===== config.mk =====
export PLATFORM = sky130hd
export DESIGN_NAME = irqResolver
export DESIGN_NICKNAME = d
export VERILOG_FILES = /design/src/rtl/irqPkg.sv /design/src/rtl/irqPrioEnc.sv /design/src/rtl/irqControl.sv /design/src/rtl/irqDatapath.sv /design/src/rtl/irqResolver.sv
export SDC_FILE = /design/constraint.sdc
export NUM_CORES = 1
export LEC_CHECK = 0
export BUFFER_PORTS_ARGS = -buffer_cell sky130_fd_sc_hd__buf_2
export CORE_MARGIN = 2
export CORE_UTILIZATION = 35
export CTS_CLUSTER_SIZE = 16
export DETAILED_ROUTE_END_ITERATION = 7
export GPL_TIMING_DRIVEN = 0
export SETUP_SLACK_MARGIN = 0.15
export SLEW_MARGIN = 15
export SYNTH_ARGS = -nofsm -noshare
export SYNTH_HDL_FRONTEND = slang
export SYNTH_HIERARCHICAL = 1
export SYNTH_SLANG_ARGS = --single-unit

===== constraint.sdc =====
create_clock -name clk -period 2.8 [get_ports clk]
set_clock_uncertainty 0.05 [all_clocks]
set_input_delay 0.28 -clock clk [delete_from_list [all_inputs] [get_ports clk]]
set_output_delay 0.28 -clock clk [all_outputs]
set_load 0.005 [all_outputs]

===== src/rtl/irqPkg.sv =====
package irqPkg;
  localparam int NumLines = 8;
  localparam int VecWidth = 8;

  typedef struct packed {
    logic ackFire;
    logic eoiFire;
    logic maskLoad;
    logic cfgLoad;
  } ctlStrobes_t;
endpackage


===== src/rtl/irqPrioEnc.sv =====
module irqPrioEnc #(
  parameter int N     = 8,
  localparam int IDX_W = $clog2(N)
) (
  input  logic [N-1:0]     vecIn,
  output logic             anySet,
  output logic [IDX_W-1:0] idx,
  output logic [N-1:0]     oneHot
);
  always_comb begin
    idx    = '0;
    anySet = 1'b0;
    for (int i = N - 1; i >= 0; i--) begin
      if (vecIn[i]) begin
        idx    = IDX_W'(i);
        anySet = 1'b1;
      end
    end
    oneHot = '0;
    if (anySet) oneHot[idx] = 1'b1;
  end
endmodule


===== src/rtl/irqControl.sv =====
module irqControl (
  input  logic                ackStrobe,
  input  logic                eoiStrobe,
  input  logic                maskWrEn,
  input  logic                cfgWrEn,
  input  logic                intReq,
  input  logic                isrAny,
  output irqPkg::ctlStrobes_t strobes
);
  always_comb begin
    strobes.ackFire  = ackStrobe & intReq;
    strobes.eoiFire  = eoiStrobe & isrAny;
    strobes.maskLoad = maskWrEn;
    strobes.cfgLoad  = cfgWrEn;
  end
endmodule


===== src/rtl/irqDatapath.sv =====
module irqDatapath #(
  parameter int NUM_LINES = 8,
  parameter int VEC_W     = 8,
  localparam int IDX_W    = $clog2(NUM_LINES)
) (
  input  logic                 clk,
  input  logic                 rstN,
  input  irqPkg::ctlStrobes_t  strobes,
  input  logic [NUM_LINES-1:0] reqIn,
  input  logic [NUM_LINES-1:0] maskWrData,
  input  logic [VEC_W-1:0]     cfgBase,
  input  logic                 cfgSpecialNested,
  input  logic                 specialMaskOn,
  output logic                 intReq,
  output logic                 isrAny,
  output logic [VEC_W-1:0]     vecOut,
  output logic                 vecValid
);
  localparam logic [VEC_W-1:0] LowMask = VEC_W'((1 << IDX_W) - 1);

  logic [NUM_LINES-1:0] irrQ, imrQ, isrQ;
  logic [VEC_W-1:0]     baseQ;
  logic                 sfnQ;

  logic [NUM_LINES-1:0] candidate, winOh, topOh, ackClr, eoiClr;
  logic [IDX_W-1:0]     winIdx, topIdx;
  logic                 winAny;

  // eligible lines: pending, unmasked, and not in service under special mask
  assign candidate = irrQ & ~imrQ & (specialMaskOn ? ~isrQ : {NUM_LINES{1'b1}});

  irqPrioEnc #(.N(NUM_LINES)) u_winEnc (
    .vecIn(candidate), .anySet(winAny), .idx(winIdx), .oneHot(winOh)
  );

  irqPrioEnc #(.N(NUM_LINES)) u_topEnc (
    .vecIn(isrQ), .anySet(isrAny), .idx(topIdx), .oneHot(topOh)
  );

  always_comb begin
    if (!winAny)            intReq = 1'b0;
    else if (specialMaskOn) intReq = 1'b1;
    else if (!isrAny)       intReq = 1'b1;
    else if (sfnQ)          intReq = (winIdx <= topIdx);
    else                    intReq = (winIdx < topIdx);
  end

  assign ackClr = strobes.ackFire ? winOh : '0;
  assign eoiClr = strobes.eoiFire ? topOh : '0;

  always_ff @(posedge clk or negedge rstN) begin
    if (!rstN) begin
      irrQ     <= '0;
      imrQ     <= '1;
      isrQ     <= '0;
      baseQ    <= '0;
      sfnQ     <= 1'b0;
      vecOut   <= '0;
      vecValid <= 1'b0;
    end else begin
      irrQ     <= (irrQ | reqIn) & ~ackClr;
      isrQ     <= (isrQ & ~eoiClr) | ackClr;
      vecValid <= strobes.ackFire;
      if (strobes.ackFire)  vecOut <= baseQ | {{(VEC_W-IDX_W){1'b0}}, winIdx};
      if (strobes.maskLoad) imrQ   <= maskWrData;
      if (strobes.cfgLoad) begin
        baseQ <= cfgBase & ~LowMask;
        sfnQ  <= cfgSpecialNested;
      end
    end
  end

  // interrupt only with an unmasked pending line behind it
  a_r2_int_needs_unmasked: assert property (@(posedge clk) disable iff (!rstN)
    intReq |-> ((irrQ & ~imrQ) != '0));

  // fully nested forwards only strictly more urgent lines
  a_r5_fn_strict: assert property (@(posedge clk) disable iff (!rstN)
    (intReq && !specialMaskOn && !sfnQ && isrAny) |-> (winIdx < topIdx));

  // special mask never forwards a line already in service
  a_r7_sm_skips_isr: assert property (@(posedge clk) disable iff (!rstN)
    (intReq && specialMaskOn) |-> !isrQ[winIdx]);

  // accepted acknowledge yields vector and in-service bit next cycle
  a_r11_vec_after_ack: assert property (@(posedge clk) disable iff (!rstN)
    strobes.ackFire |=> (vecValid && isrQ[$past(winIdx)]));

  // low vector bits equal the acknowledged line
  a_r4_vec_low_bits: assert property (@(posedge clk) disable iff (!rstN)
    strobes.ackFire |=> (vecOut[IDX_W-1:0] == $past(winIdx)));

  // no vector qualifier without an accepted acknowledge
  a_r10_no_vec_idle: assert property (@(posedge clk) disable iff (!rstN)
    !strobes.ackFire |=> !vecValid);

  // end of interrupt retires exactly one in-service line
  a_r9_eoi_one_bit: assert property (@(posedge clk) disable iff (!rstN)
    (strobes.eoiFire && !strobes.ackFire) |=>
      ($countones(isrQ) == $countones($past(isrQ)) - 1));
endmodule


===== src/rtl/irqResolver.sv =====
module irqResolver (
  input  logic       clk,
  input  logic       rstN,
  input  logic [7:0] reqIn,
  input  logic       maskWrEn,
  input  logic [7:0] maskWrData,
  input  logic       cfgWrEn,
  input  logic [7:0] cfgBase,
  input  logic       cfgSpecialNested,
  input  logic       specialMaskOn,
  input  logic       ackStrobe,
  input  logic       eoiStrobe,
  output logic       intReq,
  output logic [7:0] vecOut,
  output logic       vecValid
);
  irqPkg::ctlStrobes_t strobes;
  logic                isrAny;

  irqControl u_ctl (
    .ackStrobe(ackStrobe), .eoiStrobe(eoiStrobe), .maskWrEn(maskWrEn),
    .cfgWrEn(cfgWrEn), .intReq(intReq), .isrAny(isrAny), .strobes(strobes)
  );

  irqDatapath #(.NUM_LINES(irqPkg::NumLines), .VEC_W(irqPkg::VecWidth)) u_dp (
    .clk(clk), .rstN(rstN), .strobes(strobes), .reqIn(reqIn),
    .maskWrData(maskWrData), .cfgBase(cfgBase),
    .cfgSpecialNested(cfgSpecialNested), .specialMaskOn(specialMaskOn),
    .intReq(intReq), .isrAny(isrAny), .vecOut(vecOut), .vecValid(vecValid)
  );
endmodule


==> run_results.csv, run 1 <==
group,metric,value,unit
sta,setup_viol,17,
synth,synth_top_family_by_area,"simple AND/OR/NAND/NOR gates",
synth,syn_area,0.00196,mm^2
synth,synthTopCellsByArea,"dfrtp_1 40%, dfstp_2 11%, mux2_2 10%",
synth,ys_ff_latch,39,
setup_path,path_class,"reg -> reg",
clock_tree,clk_latency,0.29,ns
synth,synth_compound_area_share,13.7,%
synth,synth_adder_area_share,1.91,%
global_routing,grt_overflow,0,
setup_path,r2r_setup_slack,-0.07,ns
clock_tree,root_buffer,"clkbuf_8",
layout,final_cells,315,
routing,first_iter_violations,102,
die,core,0.00547,mm^2
die,die_h,78.8,um
synth,syn-instance-count,183,
run_status,outcome,"finished with violations",
place,dp_hpwl,2980,um
layout,syn_to_final_growth,33.2,%
routing,viasPerCell,4.82,
die,rows,27,
layout,nNetsFinal,277,
setup_path,end_kind,"flop",
sta,worst_pin_slew,0.838,ns
clock_tree,clk_pin_slew,0.07,ns
clock_tree,cts_num_sinks,39,
hold_path,hp-class,"in -> async",
setup_path,arrival,3.00,ns
setup_path,path_cells,"a211oi_4, buf_4, nor4_2, nor2_2, ha_1, a21oi_1, o21ai_1, a41oi_2, and2_4, buf_6, buf_12, mux2_4",
power_and_ir_drop,p_leak,1.19,nW
clock_tree,h-tree-depth,2,
layout,layout_common_cells,"37 x buf_2, 26 x dfrtp_1, 20 x nor2_1",
routing,wl,4290,um
synth,ys_seq_area_share,50.3,%
routing,drc,0,
clock_tree,postCtsHoldBufs,0,
sta,hold_viol_final,0,
synth,synth_top_area_share,39.6,%
clock_tree,cts_tree,"yes",
sta,finalWorstSetupSlack,-0.0704,ns
layout,antenna_cells,0,
layout,final_layout_size_suffix_gt1_share,52.3,%
die,initial_utilization,35.8,%
setup_path,crit_fanout,6,
setup_path,crit_slowest_cell,"dfstp_2",
die,die_width,78.8,um
synth,synth-simple-area-share,13.8,%
run_status,violations,"negative setup slack",
routing,wire_per_inst,13.6,um
sta,fmax,348,MHz
sta,maxSlewHeadroom,44.1,%
sta,fin_crit_sh,103,%
setup_path,slowest_delay,0.56,ns
synth,synth_xor_area_share,0,%
routing,vias,1518,
synth,synthMuxAreaShare,13.4,%
setup_path,startpoint_type,"flop",
sta,slew_viol_final,0,
routing,firstDrtPassIters,5,
power_and_ir_drop,power_density,986,mW/mm^2
die,ios,42,
global_routing,grt_pass1_wl,7520,um
layout,layout_commonest_cell,"buf_2",
layout,fillCellCount,551,
routing,detail-route-antenna-nets,0,
place,portBuffers,35,
place,dp_cells,290,
synth,synth.distinct_cells,30,
clock_tree,cts_inserted_buffers,5,
synth,syn-num-nets,218,
sta,fin_crit,2.87,ns
flow_run,maxCapViolations,0,
sta,finalSetupTns,-0.548,ns
clock_tree,clockBufferDepth,2,
synth,synth_area_per_cell,10.7,um^2
setup_path,worst_ep_required_time,2.93,ns
global_routing,grt_pass1_vias,1577,
die,dieArea,0.00622,mm^2
sta,rsz0062_at_grt,"true",
power_and_ir_drop,irDropWorstVdd,305,uV
place,place.gp.congestion,0.873,
synth,yosysTopAreaCell,"dfrtp_1",
power_and_ir_drop,fin_total_pwr,0.00258,W
global_routing,grt_max_degree,40,
synth,ys_warn_count,6,
global_routing,grtUsageTotal,15.6,%
global_routing,antenna_found_initial,0,
==> timing repair <==
item | CTS | global route
cloned | 0 | 0
gates resized for setup | 13 | 14
pin swaps | 10 | 8
endpoints found under the setup margin | 25 | 25
setup buffers | 14 | 3
==> area by class of cell <==
class | count | area (um^2) | area share (%)
sequential | 39 | 992 | 38.0
multi-input combinational | 116 | 985 | 37.7
timing repair buffer | 52 | 322 | 12.3
tap | 72 | 90.1 | 3.45
buffer | 11 | 77.6 | 2.97
clock buffer | 7 | 76.3 | 2.92
inverter | 17 | 63.8 | 2.44
clock inverter | 1 | 5.00 | 0.192
==> critical path: cells and delay by family, from the launching register on <==
family | cells | cell delay (ns)
DFF | 1 | 0.56
adders and majority gates | 1 | 0.34
muxes | 1 | 0.30
and+or+nand+nor | 3 | 0.53
AOI/OAI and AO/OA | 4 | 0.54
buffers and inverters | 3 | 0.41
==> final timing paths <==
check | cells past startpoint | startpoint | to
min in group clk | 2 | maskWrData[4] | u_dp/imrQ[4]
max in group asynchronous | 1 | rstN | u_dp/isrQ[3]
setup / recovery | 12 | u_dp/imrQ[7] | u_dp/vecOut[4]
hold reg to reg | 1 | u_dp/vecOut[0] | u_dp/vecOut[0]
hold / removal | 1 | rstN | u_dp/baseQ[4]
setup reg to reg | 12 | u_dp/imrQ[7] | u_dp/vecOut[4]
==> where the power goes <==
group	switching, W	leakage, nW	internal [W]
Combinational	0.000578	0.716	0.000711
Sequential	0.000171	0.429	0.000754
Clock	0.000188	0.0422	0.000175
Total	0.000936	1.19	0.00164
==> cells in the mapped netlist, drive strengths merged <==
library cell  instances
o21ai                 3
nor3                  2
nor2b                 2
dfstp                 8
nor2                 22
a21oi                11
a41oi                 1
nand2b                2
ha                    3
nor4                  6
buf                   7
mux2                 22
a211oi                8
clkbuf                4
a21boi                2
nand2                13
o211ai                2
nand4                 1
a221o                 2
a22o                  8
dfrtp                31
and2                  6
inv                  17
==> registers in the layout, summed over array words and instances, names as in the netlist <==
register / flops
u_dp/vecOut: 8
u_dp/imrQ: 8
u_dp/irrQ: 8
u_dp/sfnQ: 1
u_dp/baseQ: 5
u_dp/isrQ: 8
u_dp/vecValid: 1
==> per-layer routing <==
metal  vias up  GRT usage (%)  part of all wire, %
li1        744              -                    -
met1       733           20.5                   45
met2        35           25.2                   50
met3         6           3.07                  3.9
met4         0           6.38                  1.7
met5         -              0                    0
==> stage by stage <==
stage	hold slack, ns	util (%)	area, um^2	worst slack (ns)
after global routing	0.133	47.7	2610	-0.214
after detailed placement	0.397	41.3	2260	-0.368
after global placement	0.393	41.3	2260	-0.354
after CTS	0.0764	46.0	2510	-0.0574
final	0.0387	47.7	2610	-0.0704
after floorplan	-0.0656	-	2000	0.00906
==> cells by family after synthesis <==
| group | after synthesis |
|---|---|
| compound gates | 37 |
| fa+ha+maj | 3 |
| buf+inv | 28 |
| flops | 39 |
| mux | 22 |
| simple gates | 54 |
Power figures use the tool's default switching activity.
==> run 2: changes to the inputs <==
--- a/config.mk
+++ b/config.mk
@@ -6,6 +6,7 @@
 export NUM_CORES = 1
 export LEC_CHECK = 0
 export BUFFER_PORTS_ARGS = -buffer_cell sky130_fd_sc_hd__buf_2
+export CORE_ASPECT_RATIO = 2
 export CORE_MARGIN = 2
 export CORE_UTILIZATION = 35
 export CTS_CLUSTER_SIZE = 16
==> run 2 against run 1 <==
Effect of this change:
- largest cell class unchanged
- combinational power shrank 3%
- register-to-register slack about the same
- utilization about the same
- critical path type unchanged
- the flow still finishes with violations (negative setup slack)
- non-clock buffer count shrank 3
- clock power is essentially flat
==> run_results.csv, run 2 (synthesized netlist as in run 1, its figures left out) <==
group,metric,value,unit
run_status,outcome,"finished with violations",
run_status,violations,"negative setup slack",
place,portBuffers,35,
routing,detail-route-antenna-nets,0,
global_routing,antenna_found_initial,0,
routing,dr_wl_met3,153,um
routing,highest-signal-layer,"met4",
clock_tree,clk_latency,0.29,ns
power_and_ir_drop,p_seq_share,36.7,%
clock_tree,cts_num_sinks,39,
setup_path,crit_start,"u_dp/isrQ[5]",
power_and_ir_drop,fin_total_pwr,0.00255,W
clock_tree,clockBufferDepth,2,
layout,layout_commonest_cell,"buf_2",
global_routing,grt_max_degree,40,
die,initial_utilization,36.2,%
sta,hold_viol_final,0,
sta,finalSetupTns,-0.602,ns
layout,antenna_cells,0,
layout,final_layout_size_suffix_gt1_share,51.7,%
routing,drc,0,
sta,fmax,350,MHz
die,ios,42,
sta,worst_pin_slew,0.862,ns
power_and_ir_drop,p_int,0.00161,W
routing,viasPerCell,5.03,
routing,wire_per_inst,15.3,um
hold_path,hp-class,"in -> async",
sta,worst_hold_slack,0.0454,ns
die,die_h,110,um
routing,firstDrtPassIters,4,
routing,first_iter_violations,19,
layout,nNetsFinal,274,
die,rows,38,
power_and_ir_drop,swShare,37.0,%
setup_path,r2r_start,"u_dp/isrQ[5]",
power_and_ir_drop,irDropWorstVdd,559,uV
setup_path,cp-endpoint,"u_dp/vecOut[3]",
setup_path,arrival,2.99,ns
sta,slew_viol_final,0,
routing,wl_met1,1540,um
sta,fin_crit_sh,102,%
setup_path,startpoint_type,"flop",
global_routing,grt_overflow,0,
routing,vias,1510,
power_and_ir_drop,switchingPower,0.000941,W
global_routing,grtUsageTotal,16.0,%
setup_path,crit_fanout,7,
sta,finalWorstSetupSlack,-0.0602,ns
clock_tree,cts_tree,"yes",
clock_tree,h-tree-depth,2,
sta,rsz0062_at_grt,"true",
global_routing,grt_pass1_vias,1626,
setup_path,end_kind,"flop",
setup_path,r2r_setup_slack,-0.06,ns
clock_tree,clk_pin_slew,0.07,ns
setup_path,r2r_end,"u_dp/vecOut[3]",
routing,dr_wl_met2,2780,um
routing,wl,4580,um
place,place.gp.congestion,0.822,
power_and_ir_drop,p_clk_share,14.2,%
die,core,0.00542,mm^2
setup_path,worst_ep_required_time,2.93,ns
die,die_width,56.9,um
layout,layout_common_cells,"37 x buf_2, 26 x dfrtp_1, 20 x nor2_1",
sta,fin_crit,2.86,ns
sta,setup_viol,12,
global_routing,grt_pass1_wl,7490,um
clock_tree,postCtsHoldBufs,0,
clock_tree,cts_inserted_buffers,5,
power_and_ir_drop,power_density,984,mW/mm^2
setup_path,reg2reg_depth,12,
setup_path,path_class,"reg -> reg",
clock_tree,root_buffer,"clkbuf_8",
power_and_ir_drop,combPwrFrac,49.1,%
sta,maxSlewHeadroom,42.5,%
place,dp_hpwl,3330,um
layout,syn_to_final_growth,32.0,%
die,dieArea,0.00625,mm^2
power_and_ir_drop,p_leak,1.17,nW
flow_run,maxCapViolations,0,
==> run 2: cell count changes in the layout (fill, tap and decap cells not counted), moves of 2 or more <==
| cell | before | now |
|---|---|---|
| mux2_2 | 15 | 18 |
| a21oi_1 | 9 | 7 |
| a21oi_2 | 2 | 4 |
| buf_4 | 18 | 14 |
| mux2_4 | 7 | 4 |
| buf_8 | 0 | 2 |
| buf_6 | 2 | 0 |
==> run 2: power by group through the flow <==
stage,combinational (W),sequential [W],clock (W)
after floorplan,0.000693,0.000892,0
after global placement,0.000940,0.000925,0
after detailed placement,0.000953,0.000927,0
after CTS,0.00110,0.000919,0.000386
after global routing,0.00136,0.000967,0.000402
final,0.00125,0.000934,0.000363
==> run 2: cell type report <==
class / count / area (um^2)
Timing Repair Buffer: 49 / 310
Clock inverter: 1 / 5.00
Clock buffer: 7 / 76.3
Tap cell: 60 / 75.1
Fill cell: 555 / 2830
Multi-Input combinational cell: 116 / 973
Buffer: 11 / 91.3
Sequential cell: 39 / 992
Inverter: 17 / 63.8
==> run 2: how the worst min path moves through the flow <==
stage	end	slack (ns)	cells past startpoint	from
detailed placement	u_dp/vecValid	0.40	1	rstN
floorplan	u_dp/baseQ[3]	-0.07	0	rstN
CTS	u_dp/vecOut[3]	0.07	1	rstN
global placement	u_dp/vecValid	0.39	1	rstN
finish	u_dp/isrQ[5]	0.05	1	rstN
global route	u_dp/irrQ[6]	0.13	1	rstN
==> run 2: metal layers <==
| layer | vias up | global-route usage [%] |
|---|---|---|
| met2 | 23 | 30.6 |
| met3 | 8 | 3.29 |
| met5 | - | 0 |
| met1 | 744 | 15.5 |
| li1 | 735 | - |
| met4 | 0 | 8.80 |
==> run 2: stage by stage <==
| stage | setup slack, ns | instance area (um^2) | instances | utilization (%) |
|---|---|---|---|---|
| 4_1_cts | -0.105 | 2450 | 294 | 45.2 |
| 3_5_place_dp | -0.383 | 2250 | 278 | 41.5 |
| 6_report | -0.0602 | 2590 | 300 | 47.7 |
| 5_1_grt | -0.168 | 2590 | 300 | 47.7 |
| 3_3_place_gp | -0.363 | 2250 | 278 | 41.5 |
| 2_1_floorplan | 0.00906 | 2000 | 183 | - |
==> run 2: what timing repair did <==
action                     CTS  global route
pin swaps                   10             8
setup endpoints to repair   25            25
setup buffers                8             5
gates cloned                 0             1
gates resized for setup     10            19
==> run 2: worst max-delay path, stage by stage (launching register included) <==
cell      delay [ns]
dfrtp_2         0.43
a211oi_4        0.32
nor2_1          0.09
a221o_2         0.37
a21oi_2         0.15
inv_1           0.06
ha_1            0.27
nand4_1         0.11
a41oi_2         0.19
and2_4          0.18
buf_8           0.12
buf_12          0.12
mux2_4          0.29
